File: src/rtl/arb_pkg.sv
`timescale 1ns/1ps
package arb_pkg;
  localparam int NUM_METHODS = 4;
  localparam int M_TEMPORAL  = 0;
  localparam int M_SMALL     = 1;
  localparam int M_RESIDUE   = 2;
  localparam int M_SPATIAL   = 3;

  // Operand and slack tests, datapath -> control
  typedef struct packed {
    logic slackAbove;
    logic aNarrow;
    logic bNarrow;
    logic aTopClear;
    logic bTopClear;
  } arb_flags_t;

  // Strobes, control -> datapath
  typedef struct packed {
    logic                   load;
    logic [NUM_METHODS-1:0] pick;
  } arb_strobe_t;
endpackage

File: src/rtl/arb_control.sv
`timescale 1ns/1ps
module arb_control
  import arb_pkg::*;
(
  input  logic        instValid,
  input  arb_flags_t  flags,
  output arb_strobe_t strobe
);
  always_comb begin
    strobe.load = instValid;
    strobe.pick = '0;
    if (flags.slackAbove)
      strobe.pick[M_TEMPORAL] = 1'b1;
    else if (flags.aNarrow && flags.bNarrow)
      strobe.pick[M_SMALL] = 1'b1;
    else if (flags.aTopClear && flags.bTopClear)
      strobe.pick[M_RESIDUE] = 1'b1;
    else
      strobe.pick[M_SPATIAL] = 1'b1;
  end
endmodule

File: src/rtl/arb_datapath.sv
`timescale 1ns/1ps
module arb_datapath
  import arb_pkg::*;
#(
  parameter int DATA_W   = 32,
  parameter int SLACK_W  = 6,
  parameter int CNT_W    = 8,
  parameter int THR_INIT = 5
) (
  input  logic                                 clk,
  input  logic                                 rstN,
  input  logic                                 thrWrEn,
  input  logic [SLACK_W-1:0]                   thrWrData,
  input  logic                                 dynMode,
  input  logic [SLACK_W-1:0]                   slack,
  input  logic [DATA_W-1:0]                    opA,
  input  logic [DATA_W-1:0]                    opB,
  input  arb_strobe_t                          strobe,
  output arb_flags_t                           flags,
  output logic [SLACK_W-1:0]                   thrQ,
  output logic [NUM_METHODS-1:0]               choice,
  output logic                                 choiceValid,
  output logic                                 needNeighbor,
  output logic [NUM_METHODS-1:0][CNT_W-1:0]    usage
);
  localparam int HALF = DATA_W / 2;
  localparam logic [SLACK_W-1:0] DYN_HI  = SLACK_W'(4);
  localparam logic [SLACK_W-1:0] DYN_MID = SLACK_W'(2);
  localparam logic [SLACK_W-1:0] DYN_LO  = SLACK_W'(1);
  localparam logic [CNT_W-1:0]   CNT_MAX = '1;

  logic [SLACK_W-1:0] effSlack;
  logic [CNT_W-1:0]   cntQ [NUM_METHODS];

  // Coarsen a predicted slack to 1, 2 or 4
  always_comb begin
    if (!dynMode)                effSlack = slack;
    else if (slack >= DYN_HI)    effSlack = DYN_HI;
    else if (slack >= DYN_MID)   effSlack = DYN_MID;
    else                         effSlack = DYN_LO;
  end

  always_comb begin
    flags.slackAbove = effSlack > thrQ;
    flags.aNarrow    = ~|opA[DATA_W-1:HALF];
    flags.bNarrow    = ~|opB[DATA_W-1:HALF];
    flags.aTopClear  = ~|opA[DATA_W-1:DATA_W-2];
    flags.bTopClear  = ~|opB[DATA_W-1:DATA_W-2];
  end

  always_ff @(posedge clk) begin
    if (!rstN)        thrQ <= SLACK_W'(THR_INIT);
    else if (thrWrEn) thrQ <= thrWrData;
  end

  always_ff @(posedge clk) begin
    if (!rstN) begin
      choice       <= '0;
      choiceValid  <= 1'b0;
      needNeighbor <= 1'b0;
    end else begin
      choice       <= strobe.load ? strobe.pick : '0;
      choiceValid  <= strobe.load;
      needNeighbor <= strobe.load & strobe.pick[M_SPATIAL];
    end
  end

  for (genvar k = 0; k < NUM_METHODS; k++) begin : g_cnt
    always_ff @(posedge clk) begin
      if (!rstN)
        cntQ[k] <= '0;
      else if (strobe.load && strobe.pick[k] && cntQ[k] != CNT_MAX)
        cntQ[k] <= cntQ[k] + 1'b1;
    end
    assign usage[k] = cntQ[k];
  end
endmodule

File: src/rtl/detect_arbiter.sv
`timescale 1ns/1ps
module detect_arbiter
  import arb_pkg::*;
#(
  parameter int DATA_W   = 32,
  parameter int SLACK_W  = 6,
  parameter int CNT_W    = 8,
  parameter int THR_INIT = 5
) (
  input  logic               clk,
  input  logic               rstN,
  input  logic               instValid,
  input  logic               dynMode,
  input  logic [SLACK_W-1:0] slack,
  input  logic [DATA_W-1:0]  opA,
  input  logic [DATA_W-1:0]  opB,
  input  logic               thrWrEn,
  input  logic [SLACK_W-1:0] thrWrData,
  output logic [3:0]         choice,
  output logic               choiceValid,
  output logic               needNeighbor,
  output logic [CNT_W-1:0]   cntTemporal,
  output logic [CNT_W-1:0]   cntSmall,
  output logic [CNT_W-1:0]   cntResidue,
  output logic [CNT_W-1:0]   cntSpatial
);
  arb_flags_t                              flags;
  arb_strobe_t                             strobe;
  logic [SLACK_W-1:0]                      thrQ;
  logic [NUM_METHODS-1:0][CNT_W-1:0]       usage;

  arb_control u_ctrl (
    .instValid (instValid),
    .flags     (flags),
    .strobe    (strobe)
  );

  arb_datapath #(
    .DATA_W(DATA_W), .SLACK_W(SLACK_W), .CNT_W(CNT_W), .THR_INIT(THR_INIT)
  ) u_dp (
    .clk          (clk),
    .rstN         (rstN),
    .thrWrEn      (thrWrEn),
    .thrWrData    (thrWrData),
    .dynMode      (dynMode),
    .slack        (slack),
    .opA          (opA),
    .opB          (opB),
    .strobe       (strobe),
    .flags        (flags),
    .thrQ         (thrQ),
    .choice       (choice),
    .choiceValid  (choiceValid),
    .needNeighbor (needNeighbor),
    .usage        (usage)
  );

  assign cntTemporal = usage[M_TEMPORAL];
  assign cntSmall    = usage[M_SMALL];
  assign cntResidue  = usage[M_RESIDUE];
  assign cntSpatial  = usage[M_SPATIAL];
endmodule

File: config.mk
export PLATFORM = sky130hd
export DESIGN_NAME = detect_arbiter
export DESIGN_NICKNAME = d
export VERILOG_FILES = /design/src/rtl/arb_pkg.sv /design/src/rtl/arb_control.sv /design/src/rtl/arb_datapath.sv /design/src/rtl/detect_arbiter.sv
export SDC_FILE = /design/constraint.sdc
export NUM_CORES = 1
export LEC_CHECK = 0
export BUFFER_PORTS_ARGS = -buffer_cell sky130_fd_sc_hd__buf_2
export CAP_MARGIN = 40
export CORE_UTILIZATION = 30
export DETAILED_ROUTE_END_ITERATION = 6
export HOLD_SLACK_MARGIN = 0.15
export PLACE_DENSITY = 0.62
export SETUP_SLACK_MARGIN = 0.1
export SLEW_MARGIN = 40
export SYNTH_ARGS = -nofsm -noshare
export SYNTH_HDL_FRONTEND = slang
export SYNTH_SLANG_ARGS = --single-unit
File: constraint.sdc
create_clock -name clk -period 4 [get_ports clk]
set_clock_uncertainty 0.2 [all_clocks]
set_input_delay 0.4 -clock clk [delete_from_list [all_inputs] [get_ports clk]]
set_output_delay 0.4 -clock clk [all_outputs]
set_load 0.03 [all_outputs]
* After elaboration in Yosys (flattened, before gate mapping)
Memory sizes are Yosys's and may differ from the RTL's.
Cells that the tools add are included.
** Storage, ports and cells
- Output and inout port bits :: 38
- Memory bits (read-only) :: 0
- Register bits after elaboration :: 12
- Input bits :: 81
- Latch bits :: 0
- Bits in writable memories :: 32
- Logic and storage cells :: 66
- Memories :: 1
** Memories
- u_dp.cntQ :: words 4, width 8, read ports 4, clocked after memory_dff 0, wr ports 4, RTL line arb_datapath.sv:33 : logic [CNT_W-1:0] cntQ [NUM_METHODS];
** Cells by class
- Reductions and logical operators :: 19
- Multiplexer cells :: 26
- Add/subtract/negate cells :: 4
- Equality and inequality tests :: 4
- Div/mod/pow operators :: 0
- Multipliers :: 0
- Magnitude comparators :: 3
- Bitwise gates (word level) :: 5
- Shift-type cells :: 0
** Operators with widths (count)
- 8-bit by 1-bit adder with 8-bit output (second input constant) :: 4
- 8-bit 2-to-1 mux :: 4
- 8-bit != test (second input constant) :: 4
- 16-bit OR reduction :: 2
- 1-bit 2-to-1 mux :: 17
- 6-bit 2-to-1 mux :: 2
- 1-bit logical AND :: 10
- 6-bit by 2-bit greater-or-equal comparator with 1-bit output (second input constant) :: 1
- 6-bit by 3-bit greater-or-equal comparator with 1-bit output (second input constant) :: 1
- 6-bit greater-than comparator :: 1
- 1-bit zero test :: 4
- 2-bit 2-to-1 mux :: 2
- 1-bit OR :: 4
- 2-bit OR reduction :: 2
- 3-bit 2-to-1 mux :: 1
- 2-bit AND reduction :: 1
- 1-bit bitwise AND :: 1

* Depth between registers and ports, before layout
Gate-level depths: netlist (run 1).
- Depth in word-level cells :: 12
- Depth in mapped cells :: 10
- Mapped depth without buffers :: 8

* By module
A second synthesis (run 1) with hierarchy kept.
** Unflattened totals
- Cells, all modules :: 235
- Area total of the unflattened synthesis :: 2388.5 µm²
** Modules (own cells, without submodules)
- arb_datapath :: area an instance 2339.7 µm², cells an instance 228, times used 1, sequential area each 1201.2 µm²
- arb_control :: area an instance 48.8 µm², cells an instance 7, times used 1, sequential area each 0.0 µm²

* Least setup slack after synthesis (run 1)
No wires, ideal clock.
- Path type :: in2reg
- Start :: in slack[5]
- End :: mem u_dp.cntQ[2][0], in the netlist u_dp.cntQ[1][0] (enable)
- Buffers on the path :: 1
- Data required time :: 3.402 ns
- Setup time :: 0.398 ns
- Slack :: 0.246 ns
- Stages :: 8
- Arrival time :: 3.156 ns
- Cells stage by stage :: or4_1 > mux2_2 > ha_1 > nand4_1 > or2_1 > o31a_1 > buf_2 > o41ai_1
** RTL lines
- from (decl) :: RTL line detect_arbiter.sv:14 : input logic [SLACK_W-1:0] slack,
- to (decl) :: RTL line arb_datapath.sv:33

==> metrics.md, run 1 <==
| Metric | Value |
|---|---|
| Status | complete, no violations |
| Max Clock Freq | 0.312 GHz |
| Hold Path End | u_dp.thrQ[3]$_SDFFE_PN0P_ |
| Die height | between 90 and 100 microns |
| Reg2Reg Depth | 7 |
| Setup TNS | 0 ns |
| Final ANT Viol Nets | 0 |
| Vias per inst | 4.97 |
| FF-to-FF End | u_dp.cntQ[1][1]$_SDFFCE_PN0P_ |
| Largest family of logic cells by synthesized area | simple AND/OR/NAND/NOR gates |
| Share of the synthesized area in the top cell type | a little under two fifths |
| Post-synth EDFFs | 32 |
| Congestion Overflow GR | 0 |
| Post-synth top area cell | edfxtp_1 |
| First-pass GRT wire length | roughly 9500 microns |
| Syn nets | between 300 and 400 |
| Synth Area in XOR/XNOR | ~6.6% |
| Antenna violations before repair | 0 |
| Final number of setup-violating endpoints | 0 |
| Syn Area/Cell | approximately 11 sq um |
| Routed wire length | 5890 microns |
| CTS Sinks | 44 |
| CTS clk-pin slew, worst paths | around 0.08 ns |
| Critical Path Fanout Max | 27 |
| Slew headroom | 46.5% |
| WL/cell | ~13 microns |
| Largest net degree at the start of global routing | 28 |
| CP most frequent cell | buf_4 |
| Diodes inserted | 0 |
| Worst slew pin tran | 0.797 ns |
| Via Count | about 2200 |
| Ys flop type | edfxtp_1 |
| H-tree Lvls | 2 |
| Fillcell total | ~840 |
| CTS tree | done |
| Number of global-route vias before repair | approximately 2000 |
| Crit-path cells | buf_2, or4_1, mux2_2, ha_1, nand4_1, or2_1, o31a_1, buf_4, o41ai_1, buf_4 |
| Fraction of layout cells with a size suffix above 1 | around a third |
| Starting Density | between 30 and 40% |
| Critical Path AT | ~3 ns |
| Worst Setup SP | slack[5] |
| Placement Rows | 33 |
| Gp weighted congestion | between 0.7 and 0.8 |
| Post-Synthesis Cells | around 240 |
| Leak | 1.32 nW |
| Worst r2r src | u_dp.thrQ[5]$_SDFFE_PN0P_ |
| Worst setup EP type | register |
| RSZ-0062 raised after global routing | false |
| CTS Buf Count | 5 |
| Ys Warns | 0 |
| Peak supply drop | approximately 0.00011 V |
| Commonest non-fill, non-tap cell in the layout | buf_2 |
| # port buffers | 86 |
| Final #Nets | about 420 |
| Final hold viol count | 0 |
| Core area | approximately 8200 sq um |
| Later-pin clock latency in the skew report | about 0.29 ns |
| Synth Area in Compound Gates | 6.48% |
| #FFs+latches synth | 44 |
| Overall routing resource usage | between 10% and 20% |
| Worst Min Path Start | thrWrData[3] |
| Area grow syn2layout | 26.9% |
| Max-cap violations | 0 |
| Die W | 93.5 microns |
| Post-route cell area | 3190 sq um |
| I/O Pins | roughly 120 |
| Cell Pwr Density | roughly 330 nW/um^2 |
| Mapped cell area | ~2500 sq um |
| Mux cell area share after synthesis | about 2.8% |
| Seq/Total Area, Yosys | approximately 48% |
| Top cells by area, synth | edfxtp_1 38%, dfxtp_1 9.6%, ha_1 5.0% |
| Post-Synth Simple-Gate Area | about 28% |
| Max Transition Viols Final | 0 |
| Full die area | approximately 8700 sq um |
| Hpwl dp | ~4400 microns |
| Clk buf depth | 2 |
| Setup crit start kind | primary input |
| Worst stage delay on the critical path | between 0.5 and 0.6 ns |
| Fin crit share | 80.2% |
| DRC errors left | 0 |
| Top delay family on crit path | simple AND/OR/NAND/NOR gates |
| Critical Path RT | roughly 3.8 ns |
| Crit path kind | in -> reg |
| Slowest CP cell | or4_1 |
| Crit path time final | 3.21 ns |
| Post-Synth Adder-Cell Area | 4.98% |
| Worst Hold Path Cells | 3 |
| Worst hold path type | in -> reg |
| Area after DPL | around 3100 sq um |
| Initial DRC Count | 55 |
| Most frequent cells in the layout | 86 x buf_2, 32 x edfxtp_1, 23 x nand2_1, 18 x nor4_1, 13 x xnor2_1 |
| Clk root buf | clkbuf_8 |
| Async SR Flop Fraction | 0% |
| Worst R2R Setup Slack | between 1 and 1.5 ns |
| Library cells used by synthesis | 44 |
| Worst Path Buf+Inv | 3 |
| Pre-antenna DRT Iters | 4 |
worst register-to-register path, stage by stage, from the launching register on:
cell and delay, ns:
dfxtp_1 0.36, inv_1 0.05, ha_1 0.32, a21o_1 0.22, o31a_1 0.33, buf_4 0.25, o41ai_1 0.38, buf_4 0.23
Yosys cell counts (2+ instances only):
| cell type | instances |
|---|---|
| and4_1 | 6 |
| nor3_1 | 9 |
| nand3_1 | 12 |
| nand4_1 | 6 |
| o21ai_0 | 6 |
| xor2_1 | 6 |
| or2_1 | 2 |
| o31a_1 | 2 |
| a21oi_1 | 3 |
| ha_1 | 10 |
| edfxtp_1 | 32 |
| xnor2_1 | 13 |
| nor4_2 | 7 |
| nand2_1 | 23 |
| clkbuf_1 | 4 |
| nand2b_1 | 3 |
| nor4_1 | 18 |
| or3_1 | 2 |
| nor3b_1 | 2 |
| o31ai_1 | 2 |
| nor2b_1 | 7 |
| buf_2 | 3 |
| dfxtp_1 | 12 |
| nor2_1 | 9 |
| and2_1 | 3 |
| inv_1 | 11 |
| o21a_1 | 2 |
| and3_1 | 3 |
| mux2i_1 | 6 |
stage by stage:
stage | cells | hold WS, ns | util [%] | setup WS (ns) | total power, mW
6_report | 439 | 0.160 | 39.0 | 0.793 | 1.05
5_1_grt | 439 | 0.164 | 39.0 | 0.644 | 1.11
4_1_cts | 439 | 0.155 | 39.0 | 0.785 | 1.07
3_5_place_dp | 429 | 0.292 | 37.7 | 0.467 | 0.789
3_3_place_gp | 429 | 0.271 | 37.7 | 0.387 | 0.785
2_1_floorplan | 239 | 0.249 | - | 0.246 | 0.702
cell families after synthesis:
family | count (synthesis)
simple gates | 116
flops | 44
compound gates | 24
xor+xnor | 19
buf+inv | 19
fa+ha+maj | 10
mux | 7
worst max-delay path by stage:
stage                                           to  slack (ns)  depth (start not counted)
floorplan            u_dp.cntQ[1][0]$_SDFFCE_PN0P_        0.25                          8
global placement    u_dp.cntQ[1][12]$_SDFFCE_PN0P_        0.39                          8
detailed placement   u_dp.cntQ[1][4]$_SDFFCE_PN0P_        0.47                         10
CTS                  u_dp.cntQ[1][0]$_SDFFCE_PN0P_        0.78                         10
global route         u_dp.cntQ[1][0]$_SDFFCE_PN0P_        0.64                         10
finish               u_dp.cntQ[1][1]$_SDFFCE_PN0P_        0.79                         10
timing repair:
item / in CTS / in global routing
gates resized for setup: 0 / 0
hold buffers: 2 / 0
endpoints found under the setup margin: 0 / 0
buffers inserted: 0 / 0
hold endpoints to repair: 2 / 0
state kept, by name, summed over array words and instances, names as in the netlist:
name and flops:
u_dp.choice 4, u_dp.needNeighbor 1, u_dp.choiceValid 1, u_dp.cntQ 32
u_dp.thrQ 6
report_power, final:
part / internal, mW / total (mW) / switching (mW) / leakage (nW)
sequential: 0.521 / 0.552 / 0.0306 / 0.435
combinational: 0.0822 / 0.226 / 0.144 / 0.838
clock: 0.119 / 0.272 / 0.154 / 0.0453
cell type report:
class | count | area (sq um) | area share (%)
repair buffers | 95 | 503 | 15.8
clock inverters | 3 | 13.8 | 0.432
clock buffers | 5 | 68.8 | 2.16
multi-input cells | 176 | 1230 | 38.5
inverters | 11 | 41.3 | 1.30
flip-flops and latches | 44 | 1200 | 37.7
well taps | 105 | 131 | 4.12
layer usage:
metal	global-route usage [%]	routed length [microns]
met1	17.3	2630
met2	23.5	2850
met3	2.93	357
met4	3.21	43
met5	0	0
Note: power is estimated with default switching activity, not from simulation.
==> run 2, diff against run 1 <==
- PLACE_DENSITY: 0.62 -> 0.6
- clock period: 4 -> 3 ns (I/O delays scaled with it)
==> run 2 against run 1 <==
Via count increased by 2.8%. Wire length rose by 0.14%. Critical path depth did not move. Clock-buffer cell count grew 2. First-iteration DRC count increased by 27%. Combinational power grew 48%. Hold slack better by 0.0024 ns. Cell count is 3.2% higher. Non-clock buffer count rose by 14. Power increased by 36%. Critical path type unchanged. Largest cell class unchanged.
==> metrics.md, run 2 (synthesis results as in run 1) <==
| Metric | Value |
|---|---|
| Max-cap violations | 0 (unchanged) |
| Crit path time final | between 2 and 3 ns |
| Worst stage delay on the critical path | 0.54 ns (was 0.55 ns) |
| CTS Sinks | 44 (unchanged) |
| Status | complete, no violations (unchanged) |
| First-pass GRT wire length | 9600 microns (was 9450 microns) |
| Later-pin clock latency in the skew report | 0.29 ns (about the same) |
| Setup crit start kind | primary input (unchanged) |
| Top flop regs | u_dp.cntQ: 32 flops, u_dp.thrQ: 6 flops, u_dp.choice: 4 flops (unchanged) |
| I/O Pins | 119 (unchanged) |
| Peak supply drop | 0.000198 V (was 0.000108 V) |
| Comb pwr share | 23.4% (was 21.5%) |
| Largest net degree at the start of global routing | 26 (was 28) |
| Largest reg by FF count | u_dp.cntQ (unchanged) |
| Leak | 1.39 nW (was 1.32 nW) |
| NetSw | 439 uW (was 328 uW) |
| Routed wire length | 5900 microns (was 5890 microns) |
| Final hold viol count | 0 (unchanged) |
| Crit-path cells | buf_2, or4_4, mux2_2, ha_1, nand4_1, a21oi_1, o31a_1, buf_4, o31ai_4, buf_12 (was buf_2, or4_1, mux2_2, ha_1, nand4_1, or2_1, o31a_1, buf_4, o41ai_1, buf_4) |
| Number of global-route vias before repair | 2085 (was 2020) |
| Fin crit share | between 90 and 100% |
| Full die area | 8740 sq um (unchanged) |
| DRC errors left | 0 (unchanged) |
| Seq pwr share | 51.4% (was 52.5%) |
| Commonest non-fill, non-tap cell in the layout | buf_2 (unchanged) |
| Area of the multi-input gates | 1270 sq um (was 1230 sq um) |
| Final #Nets | 438 (was 424) |
| Area grow syn2layout | 33.9% (was 26.9%) |
| Final ANT Viol Nets | 0 (unchanged) |
| Int Pwr | 992 uW (was 722 uW) |
| Congestion Overflow GR | 0 (unchanged) |
| Critical Path AT | 2.57 ns (was 3.02 ns) |
| Core area | 8180 sq um (unchanged) |
| WL/cell | 13.0 microns (was 13.4 microns) |
| RSZ-0062 raised after global routing | false (unchanged) |
| Antenna violations before repair | 0 (unchanged) |
| Clk buf depth | 2 (unchanged) |
| Top delay family on crit path | simple AND/OR/NAND/NOR gates (unchanged) |
| Pre-antenna DRT Iters | 4 (unchanged) |
| CTS tree | done (unchanged) |
| Fillcell total | 838 (was 837) |
| Critical Path RT | 2.82 ns (was 3.81 ns) |
| Final number of setup-violating endpoints | 0 (unchanged) |
| Overall routing resource usage | 13.9% (was 13.6%) |
| H-tree Lvls | 2 (unchanged) |
| Hpwl dp | 4480 microns (was 4360 microns) |
| Initial DRC Count | 70 (was 55) |
| Register area | 1200 sq um (unchanged) |
| Hold_ws | 0.163 ns (was 0.160 ns) |
| Pwr Total | 1.43 mW (was 1.05 mW) |
| Max Clock Freq | approximately 0.36 GHz |
| Placement Rows | 33 (unchanged) |
| Max FFs per register | 32 (unchanged) |
| CTS clk-pin slew, worst paths | 0.08 ns (about the same) |
| Worst hold path type | in -> reg (unchanged) |
| Worst slew pin tran | 0.563 ns (was 0.797 ns) |
| Clock power frac | 25.2% (was 25.9%) |
| Clk root buf | clkbuf_8 (unchanged) |
| Crit path kind | in -> reg (unchanged) |
| Fraction of layout cells with a size suffix above 1 | 34.8% (was 32.6%) |
| Slew headroom | 62.5% (was 46.5%) |
| Die W | 93.5 microns (unchanged) |
| Critical Path Fanout Max | 8 (was 27) |
| Via Count | 2244 (was 2183) |
| Most frequent cells in the layout | 86 x buf_2, 32 x edfxtp_1, 23 x nand2_1, 18 x nor4_1, 15 x buf_4 (was 86 x buf_2, 32 x edfxtp_1, 23 x nand2_1, 18 x nor4_1, 13 x xnor2_1) |
| Vias per inst | 4.95 (was 4.97) |
| Slowest CP cell | or4_4 (was or4_1) |
| # port buffers | 86 (unchanged) |
| Diodes inserted | 0 (unchanged) |
| Max Transition Viols Final | 0 (unchanged) |
| Sw Ratio | 30.7% (was 31.2%) |
| Starting Density | 30.7% (unchanged) |
| CTS Buf Count | 5 (unchanged) |
| Worst setup EP type | register (unchanged) |
| Final Util | 41.1% (was 39.0%) |
| Gp weighted congestion | 0.770 (was 0.762) |
| Cell Pwr Density | 425 nW/um^2 (was 330 nW/um^2) |
| Die height | 93.5 microns (unchanged) |
| Worst Path Buf+Inv | 3 (unchanged) |
## run 2: changes by cell type in the layout (fill, tap and decap cells not counted), sizes merged
cell / previous run / this run
clkinv: 3 / 1
clkbuf: 5 / 7
buf: 93 / 102
dlygate4sd3: 2 / 7
## run 2: worst min-delay path, stage by stage
cell and delay, ns:
buf_2 0.10, nor4_4 0.06, nor3_1 0.15
## run 2: final cells by class
cell class	instances	area share, %
Sequential cell	44	35.7
Clock inverter	1	0.149
Tap cell	105	3.91
Multi-Input combinational cell	176	37.9
Inverter	11	1.23
Timing Repair Buffer	109	18.8
Clock buffer	7	2.27
## run 2: power groups by stage
stage / clock network, mW / logic [mW] / registers, mW
5_1_grt: 0.404 / 0.368 / 0.742
3_5_place_dp: 0 / 0.331 / 0.749
3_3_place_gp: 0 / 0.329 / 0.748
6_report: 0.361 / 0.335 / 0.735
2_1_floorplan: 0 / 0.142 / 0.809
4_1_cts: 0.378 / 0.339 / 0.735
## run 2: metrics by stage
step	setup slack [ns]	instances	instance area [sq um]	TNS, ns
after global routing	0.101	453	3360	0
after CTS	0.240	453	3360	0
after floorplan	-0.0000728	239	2570	-0.000583
after global placement	-0.0821	438	3210	-1.58
final	0.247	453	3360	0
after detailed placement	-0.0839	438	3210	-1.72
## run 2: path summary, 6_finish.rpt
check	end	slack [ns]	cells past startpoint	from
setup / recovery	u_dp.cntQ[0][10]$_SDFFCE_PN0P_	0.25	10	slack[5]
hold / removal	u_dp.choice[3]$_SDFF_PN0_	0.16	3	opB[30]
setup reg to reg	u_dp.cntQ[0][10]$_SDFFCE_PN0P_	0.67	7	u_dp.thrQ[5]$_SDFFE_PN0P_
hold reg to reg	u_dp.thrQ[2]$_SDFFE_PN1P_	0.30	2	u_dp.thrQ[2]$_SDFFE_PN1P_
## run 2: what timing repair did
action | in CTS | in global routing
hold buffers | 7 | 0
endpoints found under the setup margin | 0 | 0
buffers inserted | 0 | 0
hold endpoints to repair | 6 | 0
resized for setup | 0 | 0
## run 2: per-layer routing
layer	part of all wire, %	GRT usage [%]	up-vias
li1	-	-	1122
met1	44	17.2	1038
met2	48	24.4	79
met3	6.5	2.93	5
met4	1.0	3.85	0
met5	0	0	-
